File: src/rtl/nand_sup_pkg.sv
package nand_sup_pkg;

    typedef enum logic [1:0] {
        RES_OK      = 2'b00,
        RES_IO_ERR  = 2'b01,
        RES_TIMEOUT = 2'b10,
        RES_GAVE_UP = 2'b11
    } sup_result_e;

    typedef enum logic [2:0] {
        ST_IDLE,
        ST_LAUNCH,
        ST_SETTLE,
        ST_WAIT_RB,
        ST_STAT_CMD,
        ST_POLL
    } sup_state_e;

    localparam int READY_BIT = 6;
    localparam int FAIL_BIT  = 0;

    typedef struct packed {
        logic ready;
        logic failed;
    } stat_dec_t;

    function automatic stat_dec_t decode_status(input logic [7:0] b);
        stat_dec_t d;
        d.ready  = b[READY_BIT];
        d.failed = b[FAIL_BIT];
        return d;
    endfunction

    // Code reported when a sequence ends on a failed attempt.
    function automatic sup_result_e final_fail_code(input logic retry_mode,
                                                    input sup_result_e cause);
        return retry_mode ? RES_GAVE_UP : cause;
    endfunction

endpackage

File: src/rtl/nsp_sync2.sv
module nsp_sync2 #(
    parameter int STAGES = 2
) (
    input  logic clk,
    input  logic rst,
    input  logic d_i,
    output logic q_o
);
    logic [STAGES-1:0] shreg;

    always_ff @(posedge clk) begin
        if (rst) shreg <= '0;
        else     shreg <= {shreg[STAGES-2:0], d_i};
    end

    assign q_o = shreg[STAGES-1];
endmodule

File: src/rtl/nsp_settle_timer.sv
module nsp_settle_timer #(
    parameter int CYCLES = 1000
) (
    input  logic clk,
    input  logic rst,
    input  logic load_i,
    output logic expired_o
);
    localparam int CW = $clog2(CYCLES + 1);
    logic [CW-1:0] remain;

    always_ff @(posedge clk) begin
        if (rst)                remain <= '0;
        else if (load_i)        remain <= CW'(CYCLES - 1);
        else if (remain != '0)  remain <= remain - 1'b1;
    end

    assign expired_o = (remain == '0);
endmodule

File: src/rtl/nsp_poll_ctr.sv
module nsp_poll_ctr #(
    parameter int LIMIT = 64
) (
    input  logic clk,
    input  logic rst,
    input  logic clear_i,
    input  logic inc_i,
    output logic last_o
);
    localparam int PW = $clog2(LIMIT + 1);
    logic [PW-1:0] polls;

    always_ff @(posedge clk) begin
        if (rst || clear_i) polls <= '0;
        else if (inc_i)     polls <= polls + 1'b1;
    end

    // The next not-ready byte would be the LIMIT-th one.
    assign last_o = (polls == PW'(LIMIT - 1));
endmodule

File: src/rtl/nsp_ctrl.sv
module nsp_ctrl
    import nand_sup_pkg::*;
#(
    parameter int MAX_TRIES = 2
) (
    input  logic        clk,
    input  logic        rst,
    input  logic        go_i,
    input  logic        retry_en_i,
    input  logic        launch_ack_i,
    input  logic        rb_sync_i,
    input  logic        stat_cmd_ack_i,
    input  logic        stat_vld_i,
    input  logic [7:0]  stat_byte_i,
    input  logic        settle_expired_i,
    input  logic        poll_last_i,
    output logic        settle_load_o,
    output logic        poll_clear_o,
    output logic        poll_inc_o,
    output logic        launch_req_o,
    output logic        stat_cmd_req_o,
    output logic        stat_rd_req_o,
    output logic        done_o,
    output logic [1:0]  result_o
);
    localparam int TW = $clog2(MAX_TRIES + 1);

    sup_state_e  state;
    logic [TW-1:0] tries;
    logic        retry_q;
    sup_result_e res_q;

    stat_dec_t   dec;
    logic        byte_take;
    logic        succeed_now;
    logic        fail_now;
    sup_result_e fail_cause;
    logic        more_tries;

    assign dec        = decode_status(stat_byte_i);
    assign byte_take  = (state == ST_POLL) && stat_vld_i;
    assign more_tries = retry_q && (tries < TW'(MAX_TRIES - 1));

    always_comb begin
        succeed_now = 1'b0;
        fail_now    = 1'b0;
        fail_cause  = RES_IO_ERR;
        if (byte_take) begin
            if (dec.ready) begin
                succeed_now = !dec.failed;
                fail_now    = dec.failed;
                fail_cause  = RES_IO_ERR;
            end else if (poll_last_i) begin
                fail_now    = 1'b1;
                fail_cause  = RES_TIMEOUT;
            end
        end
    end

    assign settle_load_o  = (state == ST_LAUNCH) && launch_ack_i;
    assign poll_clear_o   = (state == ST_STAT_CMD) && stat_cmd_ack_i;
    assign poll_inc_o     = byte_take && !dec.ready;
    assign launch_req_o   = (state == ST_LAUNCH);
    assign stat_cmd_req_o = (state == ST_STAT_CMD);
    assign stat_rd_req_o  = (state == ST_POLL);

    always_ff @(posedge clk) begin
        if (rst) begin
            state   <= ST_IDLE;
            tries   <= '0;
            retry_q <= 1'b0;
            res_q   <= RES_OK;
            done_o  <= 1'b0;
        end else begin
            done_o <= 1'b0;
            unique case (state)
                ST_IDLE: begin
                    if (go_i) begin
                        tries   <= '0;
                        retry_q <= retry_en_i;
                        state   <= ST_LAUNCH;
                    end
                end
                ST_LAUNCH: begin
                    if (launch_ack_i) state <= ST_SETTLE;
                end
                ST_SETTLE: begin
                    if (settle_expired_i) state <= ST_WAIT_RB;
                end
                ST_WAIT_RB: begin
                    if (rb_sync_i) state <= ST_STAT_CMD;
                end
                ST_STAT_CMD: begin
                    if (stat_cmd_ack_i) state <= ST_POLL;
                end
                ST_POLL: begin
                    if (succeed_now) begin
                        done_o <= 1'b1;
                        res_q  <= RES_OK;
                        state  <= ST_IDLE;
                    end else if (fail_now) begin
                        if (more_tries) begin
                            tries <= tries + 1'b1;
                            state <= ST_LAUNCH;
                        end else begin
                            done_o <= 1'b1;
                            res_q  <= final_fail_code(retry_q, fail_cause);
                            state  <= ST_IDLE;
                        end
                    end
                end
                default: state <= ST_IDLE;
            endcase
        end
    end

    assign result_o = res_q;
endmodule

File: src/rtl/nand_op_supervisor.sv
module nand_op_supervisor #(
    parameter int SETTLE_CYCLES = 1000,
    parameter int POLL_LIMIT    = 64,
    parameter int MAX_TRIES     = 2,
    parameter int SYNC_STAGES   = 2
) (
    input  logic       clk,
    input  logic       rst,
    input  logic       go_i,
    input  logic       retry_en_i,
    output logic       launch_req_o,
    input  logic       launch_ack_i,
    input  logic       rb_i,
    output logic       stat_cmd_req_o,
    input  logic       stat_cmd_ack_i,
    output logic       stat_rd_req_o,
    input  logic       stat_vld_i,
    input  logic [7:0] stat_byte_i,
    output logic       done_o,
    output logic [1:0] result_o
);
    logic rb_sync;
    logic settle_load, settle_expired;
    logic poll_clear, poll_inc, poll_last;

    nsp_sync2 #(.STAGES(SYNC_STAGES)) u_sync (
        .clk (clk),
        .rst (rst),
        .d_i (rb_i),
        .q_o (rb_sync)
    );

    nsp_settle_timer #(.CYCLES(SETTLE_CYCLES)) u_settle (
        .clk       (clk),
        .rst       (rst),
        .load_i    (settle_load),
        .expired_o (settle_expired)
    );

    nsp_poll_ctr #(.LIMIT(POLL_LIMIT)) u_poll (
        .clk     (clk),
        .rst     (rst),
        .clear_i (poll_clear),
        .inc_i   (poll_inc),
        .last_o  (poll_last)
    );

    nsp_ctrl #(.MAX_TRIES(MAX_TRIES)) u_ctrl (
        .clk              (clk),
        .rst              (rst),
        .go_i             (go_i),
        .retry_en_i       (retry_en_i),
        .launch_ack_i     (launch_ack_i),
        .rb_sync_i        (rb_sync),
        .stat_cmd_ack_i   (stat_cmd_ack_i),
        .stat_vld_i       (stat_vld_i),
        .stat_byte_i      (stat_byte_i),
        .settle_expired_i (settle_expired),
        .poll_last_i      (poll_last),
        .settle_load_o    (settle_load),
        .poll_clear_o     (poll_clear),
        .poll_inc_o       (poll_inc),
        .launch_req_o     (launch_req_o),
        .stat_cmd_req_o   (stat_cmd_req_o),
        .stat_rd_req_o    (stat_rd_req_o),
        .done_o           (done_o),
        .result_o         (result_o)
    );
endmodule

File: config.mk
export PLATFORM = sky130hd
export DESIGN_NAME = nand_op_supervisor
export DESIGN_NICKNAME = d
export VERILOG_FILES = /design/src/rtl/nand_sup_pkg.sv /design/src/rtl/nsp_sync2.sv /design/src/rtl/nsp_settle_timer.sv /design/src/rtl/nsp_poll_ctr.sv /design/src/rtl/nsp_ctrl.sv /design/src/rtl/nand_op_supervisor.sv
export SDC_FILE = /design/constraint.sdc
export NUM_CORES = 1
export LEC_CHECK = 0
export BUFFER_PORTS_ARGS = -buffer_cell sky130_fd_sc_hd__buf_2
export CORE_AREA = 2 2 56 58
export DETAILED_ROUTE_END_ITERATION = 12
export DIE_AREA = 0 0 58 60
export PLACE_DENSITY = 0.77
export SLEW_MARGIN = 20
export SYNTH_ARGS = -nofsm -noshare
export SYNTH_HDL_FRONTEND = slang
export SYNTH_SLANG_ARGS = --single-unit
File: constraint.sdc
create_clock -name clk -period 2.14 [get_ports clk]
set_input_delay 0.428 -clock clk [delete_from_list [all_inputs] [get_ports clk]]
set_output_delay 0.428 -clock clk [all_outputs]
set_load 0.02 [all_outputs]
== Yosys cells after proc, flatten, opt, wreduce, memory -nomap -nowiden ==
Cells that the tools add are included.
Widths: inputs -> output; s select.

* RAM bits: 0
* Input bits: 16
* Memories kept: 0
* Memory bits (read-only): 0
* Bits in latches: 0
* Flip-flop bits (word level): 28
* Word-level logic and storage cells: 81
* Output and inout bits: 6

* Order comparisons: 1
* Bitwise logic cells: 1
* Reduce and logical (&&, ||, !) cells: 20
* Shifts and indexed selects: 0
* Add/subtract/negate cells: 3
* $mul: 0
* Divide/modulo/power cells: 0
* Equal/unequal tests: 16
* Multiplexer cells: 31

{| class="wikitable"
|+ Operator list
! operator !! count
|-
| $mux 2 || 11
|-
| $mux 3 || 7
|-
| $mux 10 || 2
|-
| $pmux 3 s6 || 1
|-
| $logic_not 10->1 || 1
|-
| $ne 2x1->1 const B || 5
|-
| $reduce_bool 10->1 || 1
|-
| $sub 10x1->10 const B || 1
|-
| $mux 1 || 9
|-
| $ne 2x2->1 const B || 4
|-
| $add 7x1->7 const B || 1
|-
| $eq 7x6->1 const B || 1
|-
| $eq 3x2->1 const B || 2
|-
| $eq 3x3->1 const B || 2
|-
| $reduce_and 6->1 || 1
|-
| $reduce_bool 2->1 || 3
|-
| $logic_and 1x1->1 || 5
|-
| $reduce_and 5->1 || 1
|-
| $pmux 2 s2 || 1
|-
| $reduce_or 2->1 || 2
|-
| $eq 3x1->1 const B || 1
|-
| $logic_not 3->1 || 1
|-
| $ne 3x1->1 const B || 1
|-
| $reduce_and 3->1 || 1
|-
| other kinds (6) || 7
|}

== Depth between registers and ports, before layout ==
* Depth after elaboration: 8
* Gate-level depth with buffers: 6
* Mapped depth without buffers: 6

== Cells and area by module ==
From an unflattened synthesis, not the netlist that was laid out.

* Cell total of the unflattened synthesis: 170
* Area, all modules: 1458.9 µm²

{| class="wikitable"
|+ By module, submodules not included
! module !! sequential area each (µm²) !! area an instance (µm²) !! cells an instance !! instances
|-
| nsp_ctrl || 180.2 || 579.3 || 76 || 1
|-
| nsp_settle_timer || 200.2 || 518.0 || 55 || 1
|-
| nsp_poll_ctr || 140.1 || 309.0 || 35 || 1
|-
| nsp_sync2 || 40.0 || 52.6 || 4 || 1
|}

== Worst setup path before layout ==
OpenSTA, ideal clock, no wires.

* Path type: reg-to-reg
* From: reg u_settle.remain[0]
* To: reg u_settle.remain[8]
* Slack: 439 ps
* Stages on the path, launching flop included: 7
* Data required time: 2008 ps
* Library setup time: 132 ps
* Data arrival time: 1569 ps
* Clock period less this slack: 1701 ps
* Path buffers: 0
* Cell sequence: dfxtp_1 inv_1 ha_1 or3b_1 or4_1 mux2i_1 a21oi_1

* Longest elaborated chain between the ends: 3
* Elaborated cells on any way between the ends: 5
* Those cells by class: 1 x add/sub; 2 x mux; 2 x reduce/logical

{| class="wikitable"
|+ RTL lines
! element !! line !! text
|-
| start: declaration || nsp_settle_timer.sv:10 || <nowiki>logic [CW-1:0] remain;</nowiki>
|-
| start signal: assignment || nsp_settle_timer.sv:14 || <nowiki>else if (load_i) remain <= CW'(CYCLES - 1);</nowiki>
|-
| start signal: assignment || nsp_settle_timer.sv:15 || <nowiki>else if (remain != '0) remain <= remain - 1'b1;</nowiki>
|-
| $sub 10x1->10 || nsp_settle_timer.sv:15 ||
|-
| $mux 10 || nsp_settle_timer.sv:15 ||
|-
| $mux 10 || nsp_settle_timer.sv:14 ||
|}

Several ways; a longest one is shown, not always the timed one. The select of a mux whose other input is x is not followed.
A chain may end at the register's enable or synchronous reset.

== Worst setup path in the final report ==
* From: reg u_ctrl.state[0]
* To: out launch_req_o

* Longest elaborated chain between the ends: 1

{| class="wikitable"
|+ RTL lines
! element !! line !! text
|-
| start: declaration || nsp_ctrl.sv:28 || <nowiki>sup_state_e state;</nowiki>
|-
| start signal: assignment || nsp_ctrl.sv:69 || <nowiki>state <= ST_IDLE;</nowiki>
|-
| start signal: assignment || nsp_ctrl.sv:81 || <nowiki>state <= ST_LAUNCH;</nowiki>
|-
| start signal: assignment || nsp_ctrl.sv:85 || <nowiki>if (launch_ack_i) state <= ST_SETTLE;</nowiki>
|-
| $eq 3x1->1 || nsp_ctrl.sv:63 || <nowiki>assign launch_req_o = (state == ST_LAUNCH);</nowiki>
|-
| end: declaration || nand_op_supervisor.sv:11 || <nowiki>output logic launch_req_o,</nowiki>
|}

No other way between the ends.

==> flow_summary_export.csv <==
group,metric,value,unit
logic_synthesis,synth.net_count,195,
power_and_ir_drop,p_int,1.026,mW
finish,mostFrequentLayoutCell,"dfxtp_1",
run,maxCapViolCount,0,
power_and_ir_drop,power.share.switching,0.3708,
route,post_detailed_route_count_of_antenna_violating_nets,0,
clock_tree,ctsHoldBuffers,0,
power_and_ir_drop,cellLeakagePower,0.6039,nW
timing,timing.final.hold_violations,0,
power_and_ir_drop,share_seq_of_total_power,0.458,
placed_design,place_hpwl,2.204,mm
power_and_ir_drop,power_density,999.7,mW/mm^2
global_routing,number_of_antenna_violations_at_the_first_check_in_global_routing,0,
route,remaining_drc_errors,0,
global_routing,grt_pass1_wl,4.995,mm
logic_synthesis,synthTopCellsByArea,"dfxtp_1 37%, xnor2_1 5.2%, nand2_1 3.5%",
timing,final-setup-viol-count,0,
finish,final_cell_count_no_fill,219,
global_routing,grt_start_max_net_pins,21,
timing,final.hold.worst_slack,0.3093,ns
logic_synthesis,synth_area,0.001520,sq mm
clock_tree,clock_tree.htree_level_count,1,
placed_design,preCtsSetupSlack,0.3036,ns
placed_design,detailed_place.area,0.001609,sq mm
finish,antenna-diode-count,0,
route,drt-vias-per-instance,5.913,
die,fp.dieH,60,microns
route,detailedRoute.firstIterationViolations,46,
critical_path,cp-start-kind,"flip-flop",
timing,worst_slew_pin_slew,0.5475,ns
timing,layout_worst_path_cycle_share,0.9311,
finish,layout_common_cells,"28 x dfxtp_1, 15 x buf_2, 14 x nor2_1, 14 x nand2_1, 10 x inv_1",
clock_tree,root_buffer,"clkbuf_4",
route,drt_first_pass_iters,4,
timing,setup_repair_after_global_routing_missed_its_margin,"false",
power_and_ir_drop,max-vdd-ir-drop,640.6,uV
timing,fin_worst_skew,0.004189,ns
finish,postLayoutCellArea,0.001632,sq mm
die,die_x,58,microns
placed_design,dp.cells,216,
status,status,"complete, no violations",
critical_path,crit_required,1.71,ns
critical_path,timing.critical_path.fanout_max,9,
logic_synthesis,dominantRegCellSynth,"dfxtp_1",
power_and_ir_drop,combinational_share_of_power,0.416,
timing,timing.max_slew.rel_slack,0.6299,
critical_path,worst-setup-path-type,"flip-flop to output port",
logic_synthesis,synth_top_area_cell,"dfxtp_1",
die,dieArea,0.003480,sq mm
placed_design,io_buffer_count,15,
die,floorplan.io_pins,22,
clock_tree,clock-sinks,28,
logic_synthesis,synthDominantCellAreaShare,0.3687,
logic_synthesis,postSynth.asyncResetShare,0,
logic_synthesis,yosysWarningCount,0,
timing,slew_viol_final,0,
hold_path,timing.hold.worst.class,"input pin to flip-flop",
logic_synthesis,synth_edf_count,0,
critical_path,crit_arrival,1.56,ns
die,core.rowCount,20,
die,fp.coreArea,0.002903,sq mm
power_and_ir_drop,p_switching,604.8,uW
timing,max_clock_freq,501.9,MHz
timing,period_minus_slack,1.993,ns
critical_path,timing.critical_path.to_type,"output port",
finish,drive_above_1_share,0.1452,
logic_synthesis,netlist_instances,175,
route,detail_routed_net_length_per_standard_cell,13.22,microns
die,initial_utilization,0.5237,
global_routing,global_route_total_usage_across_every_layer,0.1853,
placed_design,routabilityCongestion,0.7855,
global_routing,via_count_of_the_first_global_routing_pass,1208,
finish,finalCoreUtilization,0.5621,
route,drt-total-wl,2.896,mm
clock_tree,cts_tree,"built",
power_and_ir_drop,clockPowerShare,0.126,
clock_tree,cts.repair.resized,0,
timing,setup_tns,0,ns
finish,area_growth_from_synthesis_to_layout,7.325,%
clock_tree,cts_setup_buffers,0,
clock_tree,cts_made_buffers,3,
clock_tree,clock_latency,0.32,ns
timing,timing.final.ws_setup,0.1474,ns
global_routing,overflow,0,
logic_synthesis,synth.lib_cells_used.distinct,47,
clock_tree,ctsLongestPathBuffers,2,
logic_synthesis,synth.avg_cell_area,8.687,sq um
logic_synthesis,synth_seq_cells,28,
logic_synthesis,synth-seq-area-share,0.3687,
route,dr_total_vias,1295,
clock_tree,clkSlewWorstSetupHoldPaths,0.14,ns
power_and_ir_drop,total_power,1.631,mW
finish,nets,208,
## per-layer routing
layer  routed length [microns]  track usage  vias up
li1                          -            -      660
met1                      1312       0.2230      602
met2                      1412       0.3133       27
met3                        97      0.01948        6
met4                        74       0.1229        0
met5                         0            0        -
## power by group through the flow
stage	Clock [mW]	Sequential, mW	Combinational (mW)
after floorplan	0	0.720	0.598
after global placement	0	0.753	0.655
after detailed placement	0	0.761	0.682
after CTS	0.214	0.748	0.685
after global routing	0.232	0.766	0.767
final	0.205	0.747	0.679
## synth_stat cells (all sizes together) (4+ instances only)
| cell type | instances |
|---|---|
| inv | 10 |
| xnor2 | 9 |
| or3 | 4 |
| nand3 | 6 |
| nor4 | 4 |
| nand2b | 5 |
| nor3 | 6 |
| a21oi | 9 |
| dfxtp | 28 |
| nand2 | 14 |
| ha | 4 |
| mux2i | 5 |
| nor2 | 14 |
| clkbuf | 6 |
| o31ai | 4 |
## final timing paths
kind,slack [ns],to,from,cells past startpoint
min reg2reg,0.46,u_sync.shreg[1]$_SDFF_PP0_,u_sync.shreg[0]$_SDFF_PP0_,1
max reg2reg,0.28,u_settle.remain[8]$_SDFFE_PP0P_,u_settle.remain[0]$_SDFFE_PP0P_,6
max,0.15,launch_req_o,u_ctrl.state[0]$_SDFFE_PP0P_,3
min,0.31,u_sync.shreg[0]$_SDFF_PP0_,rb_i,2
## worst max-delay path: stages, from the launching register on
cell and delay [ns]:
dfxtp_1 0.50, inv_1 0.17, nor3_1 0.35, buf_2 0.23
## logic make-up after synthesis
kind of cell	Yosys count	share of synthesized area
adder cells (fa/ha/maj)	4	0.03292
flip-flops	28	0.3687
AND/OR/NAND/NOR	73	0.2864
multiplexers	5	0.03292
buffers and inverters	18	0.04774
XOR/XNOR	9	0.05185
AO/OA/AOI/OAI	38	0.1794
## sequential cells by signal, indices dropped and copies added (netlist names)
name / flops
u_poll.polls: 7
u_settle.remain: 10
u_sync.shreg: 2
u_ctrl.state: 3
u_ctrl.done_o: 1
u_ctrl.retry_q: 1
u_ctrl.tries: 2
u_ctrl.result_o: 2
## cell type report
class / count / area, sq um
clock buffer: 3 / 22.52
sequential: 28 / 560.5
inverter: 10 / 37.54
fill: 267 / 1271
tap: 33 / 41.29
timing repair buffer: 16 / 82.58
multi-input combinational: 129 / 887.1
Power figures use the tool's default switching activity.
